$ cat src/rtl/dma_seq_pkg.sv
`timescale 1ns/1ps
package dma_seq_pkg;

  typedef enum logic [2:0] {
    ST_IDLE = 3'd0,
    ST_RD   = 3'd1,
    ST_WR   = 3'd2,
    ST_REL  = 3'd3,
    ST_GAP  = 3'd4
  } seq_state_e;

  localparam int          STEP_W    = 6;
  localparam logic [1:0]  MODE_CS   = 2'd0;
  localparam logic [1:0]  MODE_CSI  = 2'd1;

  // unit size code to byte count; illegal codes give 0
  function automatic logic [STEP_W-1:0] unit_bytes(input logic [2:0] code);
    logic [STEP_W-1:0] b;
    case (code)
      3'd0:    b = 6'd1;
      3'd1:    b = 6'd2;
      3'd2:    b = 6'd4;
      3'd3:    b = 6'd16;
      3'd4:    b = 6'd32;
      default: b = 6'd0;
    endcase
    return b;
  endfunction

endpackage

$ cat src/rtl/dma_align_chk.sv
`timescale 1ns/1ps
module dma_align_chk
  import dma_seq_pkg::*;
(
  input  logic [STEP_W-1:0] src_lo,
  input  logic [STEP_W-1:0] dst_lo,
  input  logic [2:0]        size_code,
  output logic              aerr,
  output logic [STEP_W-1:0] step
);

  logic [STEP_W-1:0] mask;
  logic              bad_code;

  always_comb begin
    step     = unit_bytes(size_code);
    bad_code = (step == '0);
    mask     = step - STEP_W'(1);
    aerr     = bad_code || ((src_lo & mask) != '0) || ((dst_lo & mask) != '0);
  end

endmodule

$ cat src/rtl/dma_unit_cnt.sv
`timescale 1ns/1ps
module dma_unit_cnt #(
  parameter int CNT_W = 24
) (
  input  logic             clk,
  input  logic             rst_n,
  input  logic             load,
  input  logic [CNT_W-1:0] cnt_in,
  input  logic             dec,
  output logic             last,
  output logic             half_hit
);

  localparam int         TW  = CNT_W + 1;
  localparam logic [TW-1:0] ONE = TW'(1);
  localparam logic [TW-1:0] MAXN = ONE << CNT_W;

  logic [TW-1:0] total_q, total_d;
  logic [TW-1:0] half_q,  half_d;
  logic [TW-1:0] done_q,  done_d;
  logic [TW-1:0] done_inc;

  always_comb begin
    done_inc = done_q + ONE;
    total_d  = total_q;
    half_d   = half_q;
    done_d   = done_q;
    if (load) begin
      total_d = (cnt_in == '0) ? MAXN : {1'b0, cnt_in};
      half_d  = total_d >> 1;
      done_d  = '0;
    end else if (dec) begin
      done_d  = done_inc;
    end
    last     = dec && (done_inc == total_q);
    half_hit = dec && (done_inc == half_q);
  end

  always_ff @(posedge clk or negedge rst_n) begin
    if (!rst_n) begin
      total_q <= '0;
      half_q  <= '0;
      done_q  <= '0;
    end else if (load || dec) begin
      total_q <= total_d;
      half_q  <= half_d;
      done_q  <= done_d;
    end
  end

  AST_NO_UNDERFLOW: assert property (@(posedge clk) disable iff (!rst_n)
    dec |-> (done_q < total_q));

endmodule

$ cat src/rtl/dma_gap_tmr.sv
`timescale 1ns/1ps
module dma_gap_tmr #(
  parameter int GAP_CYC = 4
) (
  input  logic clk,
  input  logic rst_n,
  input  logic load,
  input  logic run,
  output logic expired
);

  localparam int TW = $clog2(GAP_CYC + 1);
  localparam logic [TW-1:0] RELOAD = TW'(GAP_CYC - 1);

  logic [TW-1:0] cnt_q, cnt_d;
  logic          cnt_en;

  always_comb begin
    expired = (cnt_q == '0);
    cnt_en  = load || (run && !expired);
    cnt_d   = load ? RELOAD : (cnt_q - TW'(1));
  end

  always_ff @(posedge clk or negedge rst_n) begin
    if (!rst_n)      cnt_q <= '0;
    else if (cnt_en) cnt_q <= cnt_d;
  end

endmodule

$ cat src/rtl/dma_xfer_seq.sv
`timescale 1ns/1ps
module dma_xfer_seq
  import dma_seq_pkg::*;
#(
  parameter int ADDR_W  = 32,
  parameter int DATA_W  = 256,
  parameter int CNT_W   = 24,
  parameter int GAP_CYC = 4
) (
  input  logic              clk,
  input  logic              rst_n,
  input  logic              start,
  input  logic              en,
  input  logic [ADDR_W-1:0] cfg_src,
  input  logic [ADDR_W-1:0] cfg_dst,
  input  logic [CNT_W-1:0]  cfg_cnt,
  input  logic [2:0]        cfg_size,
  input  logic [1:0]        cfg_mode,
  output logic              mem_req,
  output logic              mem_we,
  output logic [ADDR_W-1:0] mem_addr,
  output logic [2:0]        mem_size,
  output logic [DATA_W-1:0] mem_wdata,
  input  logic [DATA_W-1:0] mem_rdata,
  input  logic              mem_ack,
  output logic              bus_own,
  output logic              busy,
  output logic              irq_half,
  output logic              irq_done,
  output logic              irq_aerr
);

  // reset: asserted asynchronously, released on the clock
  logic [1:0] rst_sync_q;
  logic       rst_n_s;

  always_ff @(posedge clk or negedge rst_n) begin
    if (!rst_n) rst_sync_q <= 2'b00;
    else        rst_sync_q <= {rst_sync_q[0], 1'b1};
  end
  assign rst_n_s = rst_sync_q[1];

  seq_state_e        state_q, state_d;
  logic [ADDR_W-1:0] src_q, src_d, dst_q, dst_d;
  logic [DATA_W-1:0] buf_q;
  logic [2:0]        size_q, size_d;
  logic [1:0]        mode_q, mode_d;
  logic [STEP_W-1:0] step_q, step_d;
  logic              irq_half_q, irq_half_d;
  logic              irq_done_q, irq_done_d;
  logic              irq_aerr_q, irq_aerr_d;

  logic              cfg_aerr;
  logic [STEP_W-1:0] cfg_step;
  logic              cnt_load, cnt_dec, cnt_last, cnt_half;
  logic              gap_load, gap_run, gap_expired;
  logic              addr_en, rd_cap, cfg_en;

  dma_align_chk u_align (
    .src_lo    (cfg_src[STEP_W-1:0]),
    .dst_lo    (cfg_dst[STEP_W-1:0]),
    .size_code (cfg_size),
    .aerr      (cfg_aerr),
    .step      (cfg_step)
  );

  dma_unit_cnt #(.CNT_W(CNT_W)) u_cnt (
    .clk      (clk),
    .rst_n    (rst_n_s),
    .load     (cnt_load),
    .cnt_in   (cfg_cnt),
    .dec      (cnt_dec),
    .last     (cnt_last),
    .half_hit (cnt_half)
  );

  dma_gap_tmr #(.GAP_CYC(GAP_CYC)) u_gap (
    .clk     (clk),
    .rst_n   (rst_n_s),
    .load    (gap_load),
    .run     (gap_run),
    .expired (gap_expired)
  );

  // next state
  always_comb begin
    state_d    = state_q;
    src_d      = src_q;
    dst_d      = dst_q;
    size_d     = size_q;
    mode_d     = mode_q;
    step_d     = step_q;
    irq_half_d = 1'b0;
    irq_done_d = 1'b0;
    irq_aerr_d = 1'b0;
    cnt_load   = 1'b0;
    cnt_dec    = 1'b0;
    gap_load   = 1'b0;
    gap_run    = 1'b0;
    addr_en    = 1'b0;
    rd_cap     = 1'b0;
    cfg_en     = 1'b0;
    unique case (state_q)
      ST_IDLE: begin
        if (start) begin
          if (cfg_aerr) begin
            irq_aerr_d = 1'b1;
          end else begin
            cfg_en   = 1'b1;
            addr_en  = 1'b1;
            cnt_load = 1'b1;
            src_d    = cfg_src;
            dst_d    = cfg_dst;
            size_d   = cfg_size;
            mode_d   = cfg_mode;
            step_d   = cfg_step;
            state_d  = ST_RD;
          end
        end
      end
      ST_RD: begin
        if (en && mem_ack) begin
          rd_cap  = 1'b1;
          state_d = ST_WR;
        end
      end
      ST_WR: begin
        if (mem_ack) begin
          cnt_dec    = 1'b1;
          addr_en    = 1'b1;
          src_d      = src_q + ADDR_W'(step_q);
          dst_d      = dst_q + ADDR_W'(step_q);
          irq_half_d = cnt_half;
          if (cnt_last) begin
            irq_done_d = 1'b1;
            state_d    = ST_IDLE;
          end else if (mode_q[1]) begin
            state_d    = ST_RD;
          end else if (mode_q == MODE_CSI) begin
            gap_load   = 1'b1;
            state_d    = ST_GAP;
          end else begin
            state_d    = ST_REL;
          end
        end
      end
      ST_REL: state_d = ST_RD;
      ST_GAP: begin
        gap_run = 1'b1;
        if (gap_expired) state_d = ST_RD;
      end
      default: state_d = ST_IDLE;
    endcase
  end

  // control registers
  always_ff @(posedge clk or negedge rst_n_s) begin
    if (!rst_n_s) begin
      state_q    <= ST_IDLE;
      irq_half_q <= 1'b0;
      irq_done_q <= 1'b0;
      irq_aerr_q <= 1'b0;
    end else begin
      state_q    <= state_d;
      irq_half_q <= irq_half_d;
      irq_done_q <= irq_done_d;
      irq_aerr_q <= irq_aerr_d;
    end
  end

  always_ff @(posedge clk or negedge rst_n_s) begin
    if (!rst_n_s) begin
      size_q <= 3'd0;
      mode_q <= MODE_CS;
      step_q <= STEP_W'(1);
    end else if (cfg_en) begin
      size_q <= size_d;
      mode_q <= mode_d;
      step_q <= step_d;
    end
  end

  // datapath registers, no reset
  always_ff @(posedge clk) begin
    if (addr_en) begin
      src_q <= src_d;
      dst_q <= dst_d;
    end
  end

  always_ff @(posedge clk) begin
    if (rd_cap) buf_q <= mem_rdata;
  end

  // outputs
  always_comb begin
    busy      = (state_q != ST_IDLE);
    mem_we    = (state_q == ST_WR);
    mem_req   = ((state_q == ST_RD) && en) || mem_we;
    mem_addr  = mem_we ? dst_q : src_q;
    mem_size  = size_q;
    mem_wdata = buf_q;
    bus_own   = mem_req;
    irq_half  = irq_half_q;
    irq_done  = irq_done_q;
    irq_aerr  = irq_aerr_q;
  end

  AST_WR_HOLD: assert property (@(posedge clk) disable iff (!rst_n_s)
    (mem_req && mem_we && !mem_ack) |=> (mem_req && mem_we && $stable(mem_addr)));
  AST_ACCESS_ALIGNED: assert property (@(posedge clk) disable iff (!rst_n_s)
    mem_req |-> ((mem_addr[STEP_W-1:0] & (unit_bytes(mem_size) - STEP_W'(1))) == '0));
  AST_AERR_QUIET: assert property (@(posedge clk) disable iff (!rst_n_s)
    irq_aerr |-> (!busy && !mem_req));
  AST_DONE_IDLE: assert property (@(posedge clk) disable iff (!rst_n_s)
    irq_done |-> !busy);
  AST_IRQ_EXCL: assert property (@(posedge clk) disable iff (!rst_n_s)
    $onehot0({irq_half, irq_done, irq_aerr}));
  AST_BURST_HOLD: assert property (@(posedge clk) disable iff (!rst_n_s)
    (mode_q[1] && bus_own && busy) |=> (bus_own || !busy || !en));

endmodule

$ cat config.mk
export PLATFORM = sky130hd
export DESIGN_NAME = dma_xfer_seq
export DESIGN_NICKNAME = d
export VERILOG_FILES = /design/src/rtl/dma_seq_pkg.sv /design/src/rtl/dma_align_chk.sv /design/src/rtl/dma_unit_cnt.sv /design/src/rtl/dma_gap_tmr.sv /design/src/rtl/dma_xfer_seq.sv
export SDC_FILE = /design/constraint.sdc
export NUM_CORES = 1
export LEC_CHECK = 0
export BUFFER_PORTS_ARGS = -buffer_cell sky130_fd_sc_hd__buf_4
export CAP_MARGIN = 0
export CORE_ASPECT_RATIO = 0.75
export CORE_MARGIN = 4
export CORE_UTILIZATION = 30
export CTS_CLUSTER_SIZE = 30
export DETAILED_ROUTE_END_ITERATION = 6
export PLACE_DENSITY = 0.58
export RECOVER_POWER = 25
export SLEW_MARGIN = 25
export SYNTH_ARGS = -nofsm -noshare
export SYNTH_HDL_FRONTEND = slang
export SYNTH_HIERARCHICAL = 1
export SYNTH_SLANG_ARGS = --single-unit
$ cat constraint.sdc
create_clock -name clk -period 2.45 [get_ports clk]
set_input_delay 0.245 -clock clk [delete_from_list [all_inputs] [get_ports clk]]
set_output_delay 0.245 -clock clk [all_outputs]
set_load 0.02 [all_outputs]
Word-level counts from Yosys, hierarchy flattened. Cells that the tools add are included.

Muxes and demuxes: 45. $add $sub $neg: 5. Bitwise gates (word level): 3. Reductions and logical operators: 26. Equality and inequality tests: 16.

Operator list (count): 32-bit two-way mux (7); 32-bit case mux with 2 select lines (2); 25-bit two-way mux (3); 32-bit by 6-bit adder with 32-bit output (2); 6-bit case mux with 5 select lines (1); 3-bit two-way mux (9); 25-bit by 1-bit adder with 25-bit output, second input constant (1); 25-bit by 24-bit equality test with 1-bit output (1); 25-bit equality test (1); 24-bit logical NOT (1); 1-bit two-way mux (21); 3-bit case mux with 5 select lines (1); 6-bit bitwise AND (2); 3-bit by 2-bit equality test with 1-bit output, second input constant (4); 6-bit nonzero test (2); 5-bit AND reduction (2); 3-bit logical NOT (3); 2-bit inequality test, second input constant (4); 3-bit by 1-bit equality test with 1-bit output, second input constant (2); 3-bit equality test, second input constant (2); 6-bit logical NOT (1); 6-bit by 1-bit subtractor with 6-bit output, second input constant (1); 1-bit logical AND (5); 1-bit logical OR (5); 10 further kinds (12).

Logic and storage cells: 110. Flip-flop bits (word level): 416. Input port bits: 354. Output and inout port bits: 298.

Depth between registers and ports, before layout.
Depth after elaboration: 12. Depth in mapped cells: 15.

Hierarchy. The synthesis kept the hierarchy.

Modules (own cells, without submodules): dma_xfer_seq (cells each 863, times used 1, area an instance 13081.3 um2); dma_unit_cnt (cells each 470, times used 1, area an instance 3890.0 um2); dma_gap_tmr (cells each 17, times used 1, area an instance 182.7 um2); dma_align_chk (cells each 27, times used 1, area an instance 176.4 um2).

Worst setup path after synthesis. Ideal clock, no wire load.

Path type: register to register. From: register state_q[0]. To: register buf_q[0], in the netlist mem_wdata[0] (enable). Data arrival time: 11.417 ns. Setup slack: -9.844 ns. Stages on the path, launching flop included: 5. Library setup time: 0.878 ns. Required time: 1.572 ns. Path through: dfrtp_1 clkbuf_1 nor2b_1 nand2_1 nor2_1.

Longest elaborated chain between the ends: 2.

Ends and longest elaborated chain: start: declaration (RTL line dma_xfer_seq.sv:43) `seq_state_e state_q, state_d;`; start signal: assignment (RTL line dma_xfer_seq.sv:164) `state_q <= state_d;`; 3-bit by 1-bit equality test with 1-bit output (RTL line dma_xfer_seq.sv:103) `unique case (state_q)`; 1-bit two-way mux (RTL line dma_xfer_seq.sv:103); net rd_cap (RTL line dma_xfer_seq.sv:57) `logic addr_en, rd_cap, cfg_en;`; end signal: assignment (RTL line dma_xfer_seq.sv:192) `if (rd_cap) buf_q <= mem_rdata;`; end: declaration (RTL line dma_xfer_seq.sv:45) `logic [DATA_W-1:0] buf_q;`.

The timed path passes the listed nets, and every way through them passes these cells. A chain may end at the register's enable or synchronous reset.

Final worst setup path.
From: register u_cnt.done_q[14]. To: register u_gap.cnt_q[2].

Longest elaborated chain between the ends: 7. Elaborated cells on any way between the ends: 8.

Ends and longest elaborated chain: start: declaration (RTL line dma_unit_cnt.sv:20) `logic [TW-1:0] done_q, done_d;`; start signal: assignment (RTL line dma_unit_cnt.sv:47) `done_q <= done_d;`; 25-bit by 1-bit adder with 25-bit output (*) (RTL line dma_unit_cnt.sv:24) `done_inc = done_q + ONE;`; 25-bit equality test (*) (RTL line dma_unit_cnt.sv:35) `last = dec && (done_inc == total_q);`; 1-bit logical AND (*) (RTL line dma_unit_cnt.sv:35); net cnt_last (RTL line dma_xfer_seq.sv:55) `logic cnt_load, cnt_dec, cnt_last, cnt_half;`; 1-bit two-way mux (*) (RTL line dma_xfer_seq.sv:134) `if (cnt_last) begin`; 1-bit two-way mux (*) (RTL line dma_xfer_seq.sv:128) `if (mem_ack) begin`; 1-bit two-way mux (*) (RTL line dma_xfer_seq.sv:103); net gap_load (RTL line dma_xfer_seq.sv:56) `logic gap_load, gap_run, gap_expired;`; 3-bit two-way mux / 1-bit logical OR (equally long branches) (RTL line dma_gap_tmr.sv:21, dma_gap_tmr.sv:20); end signal: assignment (RTL line dma_gap_tmr.sv:26) `else if (cnt_en) cnt_q <= cnt_d;`; end: declaration (RTL line dma_gap_tmr.sv:15) `logic [TW-1:0] cnt_q, cnt_d;`.

Mark *: on every way through the listed nets, which the timed path passes. The rest lies on a longest branch.

==> impl_metrics.ini <==
[outcome]
outcome = complete, but fails checks
violated_checks = setup timing

[logic_synthesis]
postSynth.topFlopCell = sky130_fd_sc_hd__edfxtp_1
synth_edf_count = 320
synth-compound-area-share_pct = 6.32
synth-seq-area-share_pct = 65.9
netlist_area_sq_um = 17300
synthArstFlopShare_pct = 18.4
syn_area_per_cell_sq_um = 12.6
combinational_family_with_the_most_area_after_synthesis = simple AND/OR/NAND/NOR gates
synth.ff_latch_count = 392
syn-num-nets = 1750
syn-instance-count = 1377
synthesis.yosys.warnings = 6
yosys-mux-area-fraction_pct = 1.88
synthDistinctLibCells = 82
synth_simple_gate_area_share_pct = 15.1
synth_fa_ha_area_share_pct = 1.46
yosys.area_share.xor_xnor_pct = 6.62

[floorplan]
die_height_um = 216
floorplan.io_pins = 652
die_area_sq_um = 61700
design.core.area_sq_um = 56600
chip_width_um = 286
start_util_pct = 30.6
floorplan.rows = 75

[detailed_routing]
antenna_left = 0
drt-vias-per-instance = 4.84
first_iter_violations = 1361
first_pass_iters = 5
totalWireLength_um = 85600
detail_route.wl_per_cell_um = 25.3
drt_drc_violations_left = 0
detailroute.via_count = 16400

[sta]
timing_max_transition_violations_final = 0
setup_violations = 36
final_critical_path_setup_slack_ps = -1010
slew_limit_headroom_pct = 22.2
rsz_0062_raised_after_global_routing = yes
tightest_slew_ps = 1170
timing.clock.skew_ps = 33.4
final_critical_delay_including_setup_and_external_delays_ps = 3460
finalHoldViolations = 0
final_min_period_over_clock_period_pct = 141
achievable-frequency_mhz = 289

[power_and_ir_drop]
p_total_mw = 22.8
total_leakage_power_nw = 12.5
vdd_drop_max_v = 0.000511
cellPowerDensity_nw_per_um2 = 752

[placed_design]
placed_cells_incl_taps = 2907
dp_hpwl_um = 64600
routabilityCongestion = 0.978
port-buffer-count = 651
detailedPlace.worstSlack_ps = -1030

[critical_path]
timing.critical_path.to = u_gap/cnt_q[2]$_DFFE_PN0P_
reg2regPathDepth = 11
worstSetupStartpointType = register
worstSetupPathType = reg2reg
critPathLaunch = u_cnt/done_q[14]$_DFFE_PN0N_
critical_register_to_register_path_endpoint = u_gap/cnt_q[2]$_DFFE_PN0P_
path_max_fanout = 2
rr_startpoint = u_cnt/done_q[14]$_DFFE_PN0N_
r2r_slack_ps = -1010
cp.required_ps = 2930
worst_setup_path_end_kind = register
cp_data_arrival_time_ps = 3930

[cells_and_area]
n_fill_cell = 4793
layout-drive-gt1-share_pct = 40.2
postLayoutCoreUtil_pct = 53.7
num-nets-final = 2943
fin_cells = 3387
flow.area_growth_from_synthesis_pct = 75.3

[grt]
grt_start_max_net_pins = 91
vias_in_the_first_global_route = 16900
antenna_found_initial = 19
grtUsageTotal_pct = 26.6
first_pass_grt_wire_length_um = 120000
overflow = 0

[clocking]
cts.reportedPaths.clkPinSlew_ps = 60
clock_tree.htree_level_count = 2
cts_buffers = 43
ctsRootBufferMaster = sky130_fd_sc_hd__clkbuf_16
clk_path_buf_depth = 3
cts_num_sinks = 392
insertion_delay_to_the_later_sink_of_the_worst_skew_pair_ps = 600
cts_tree = built

[hold_path]
hold_path.class = in2reg

[job]
cap_viol_max_count = 0
## worst max-delay path, stage by stage, from the launching register on
cell and delay [ps]:
sky130_fd_sc_hd__dfrtp_1 370, sky130_fd_sc_hd__nand4_1 220, sky130_fd_sc_hd__or4_4 550, sky130_fd_sc_hd__or3_4 370, sky130_fd_sc_hd__a21boi_1 140, sky130_fd_sc_hd__o221ai_1 150, sky130_fd_sc_hd__or4_4 450, sky130_fd_sc_hd__nor4_4 290
sky130_fd_sc_hd__nor2_1 80, sky130_fd_sc_hd__and3_4 180, sky130_fd_sc_hd__or4b_1 470, sky130_fd_sc_hd__o31ai_1 80
## routing by layer
metal,up-vias,wire length (um),track usage [%]
met1,8062,33000,32.5
met5,-,139,0
met2,744,43100,46.6
li1,7418,-,-
met4,22,3630,10.1
met3,159,5750,5.34
## cells in the mapped netlist (7+ instances only)
master                       n  area [sq um]
sky130_fd_sc_hd__edfxtp_1  320          9610
sky130_fd_sc_hd__nand2_1   225           845
sky130_fd_sc_hd__o21ai_0    88           440
sky130_fd_sc_hd__xnor2_1    81           709
sky130_fd_sc_hd__dfrtp_1    71          1780
sky130_fd_sc_hd__nor2_1     68           255
sky130_fd_sc_hd__xor2_1     50           438
sky130_fd_sc_hd__clkbuf_1   45           169
sky130_fd_sc_hd__nand3_1    43           215
sky130_fd_sc_hd__inv_1      34           128
sky130_fd_sc_hd__nand4_1    33           206
sky130_fd_sc_hd__nor4_1     24           150
sky130_fd_sc_hd__nor3_1     22           110
sky130_fd_sc_hd__mux2_2     20           225
sky130_fd_sc_hd__ha_1       17           213
sky130_fd_sc_hd__a21oi_1    16          80.1
sky130_fd_sc_hd__buf_2      12          60.1
sky130_fd_sc_hd__and2_1     10          62.6
sky130_fd_sc_hd__and3_1     10          62.6
sky130_fd_sc_hd__mux2i_1    10           100
sky130_fd_sc_hd__nor3b_1    10          75.1
sky130_fd_sc_hd__a21o_1      9          67.6
sky130_fd_sc_hd__a31oi_1     9          56.3
sky130_fd_sc_hd__buf_4       9          67.6
sky130_fd_sc_hd__or3_1       9          56.3
sky130_fd_sc_hd__nor4b_1     8          70.1
sky130_fd_sc_hd__and4_1      7          61.3
sky130_fd_sc_hd__nand2b_1    7          43.8
## repair_timing
action / in CTS / in global routing
endpoints found under the hold margin: 350 / 0
setup buffers: 18 / 15
cloned: 5 / 4
endpoints found under the setup margin: 41 / 54
pin swaps: 13 / 44
hold buffers: 350 / 0
resized for setup: 92 / 93
## through the flow
step / hold slack [ps] / setup TNS (ps) / instance area [sq um]
4_1_cts: 19.0 / -6030 / 30000
5_1_grt: 48.4 / -10770 / 30400
3_3_place_gp: 28.8 / -36070 / 24500
6_report: 55.1 / -7840 / 30400
3_5_place_dp: 31.4 / -35750 / 24500
2_1_floorplan: -50.6 / -719460 / 17600
## where the power goes
part           switching, mW  internal, mW  leakage (nW)  total (mW)
sequential             0.496          8.20          3.80        8.69
combinational           3.84          3.37          7.97        7.21
clock                   2.99          3.94         0.714        6.93
## placed cells by master, fill, tap and decap left out, types with 21 or more instances in the layout
master / n
sky130_fd_sc_hd__nand4_1: 33
sky130_fd_sc_hd__xnor2_1: 80
sky130_fd_sc_hd__o21ai_0: 69
sky130_fd_sc_hd__edfxtp_1: 320
sky130_fd_sc_hd__inv_1: 33
sky130_fd_sc_hd__nand3_1: 40
sky130_fd_sc_hd__clkbuf_16: 46
sky130_fd_sc_hd__nor2_1: 65
sky130_fd_sc_hd__nor3_1: 21
sky130_fd_sc_hd__clkbuf_1: 57
sky130_fd_sc_hd__xor2_1: 49
sky130_fd_sc_hd__clkbuf_4: 203
sky130_fd_sc_hd__nand2_2: 49
sky130_fd_sc_hd__buf_4: 547
sky130_fd_sc_hd__nand2_1: 166
sky130_fd_sc_hd__dfrtp_1: 66
sky130_fd_sc_hd__buf_6: 43
sky130_fd_sc_hd__dlygate4sd3_1: 350
## cell type report
class | count | area [sq um] | share of cell area [%]
Clock buffer | 50 | 1140 | 3.76
Inverter | 35 | 136 | 0.449
Timing Repair inverter | 1 | 7.51 | 0.0247
Antenna cell | 13 | 32.5 | 0.107
Multi-Input combinational cell | 877 | 6010 | 19.8
Clock inverter | 29 | 350 | 1.15
Tap cell | 770 | 963 | 3.17
Sequential cell | 392 | 11400 | 37.6
Timing Repair Buffer | 1220 | 10300 | 34.0
## state kept, by name, indices dropped and copies added (netlist names)
name / cells
mem_size: 3
step_q: 6
u_gap/cnt_q: 3
rst_sync_q: 2
u_cnt/done_q: 25
irq_half: 1
mem_wdata: 256
mode_q: 2
irq_aerr: 1
dst_q: 32
u_cnt/total_q: 25
src_q: 32
irq_done: 1
state_q: 3
## worst min-delay path by stage
stage	from	endpoint	cells past startpoint
after floorplan	rst_n	rst_sync_q[0]$_DFF_PN0_	0
after global placement	rst_n	rst_sync_q[0]$_DFF_PN0_	1
after detailed placement	rst_n	rst_sync_q[0]$_DFF_PN0_	1
after CTS	cfg_size[0]	mem_size[0]$_DFFE_PN0P_	3
after global routing	cfg_size[0]	mem_size[0]$_DFFE_PN0P_	3
final	cfg_size[0]	mem_size[0]$_DFFE_PN0P_	3
## cell families (layout without fill, tap and decap cells)
| group | after synthesis | in the layout |
|---|---|---|
| XOR/XNOR | 131 | 131 |
| multiplexers | 30 | 30 |
| adder cells (fa/ha/maj) | 19 | 19 |
| flip-flops | 392 | 392 |
| AO/OA/AOI/OAI | 177 | 177 |
| buffers and inverters | 108 | 1335 |
| other | 2 | 15 |
| AND/OR/NAND/NOR | 518 | 518 |
(Power assumes the default switching activity.)
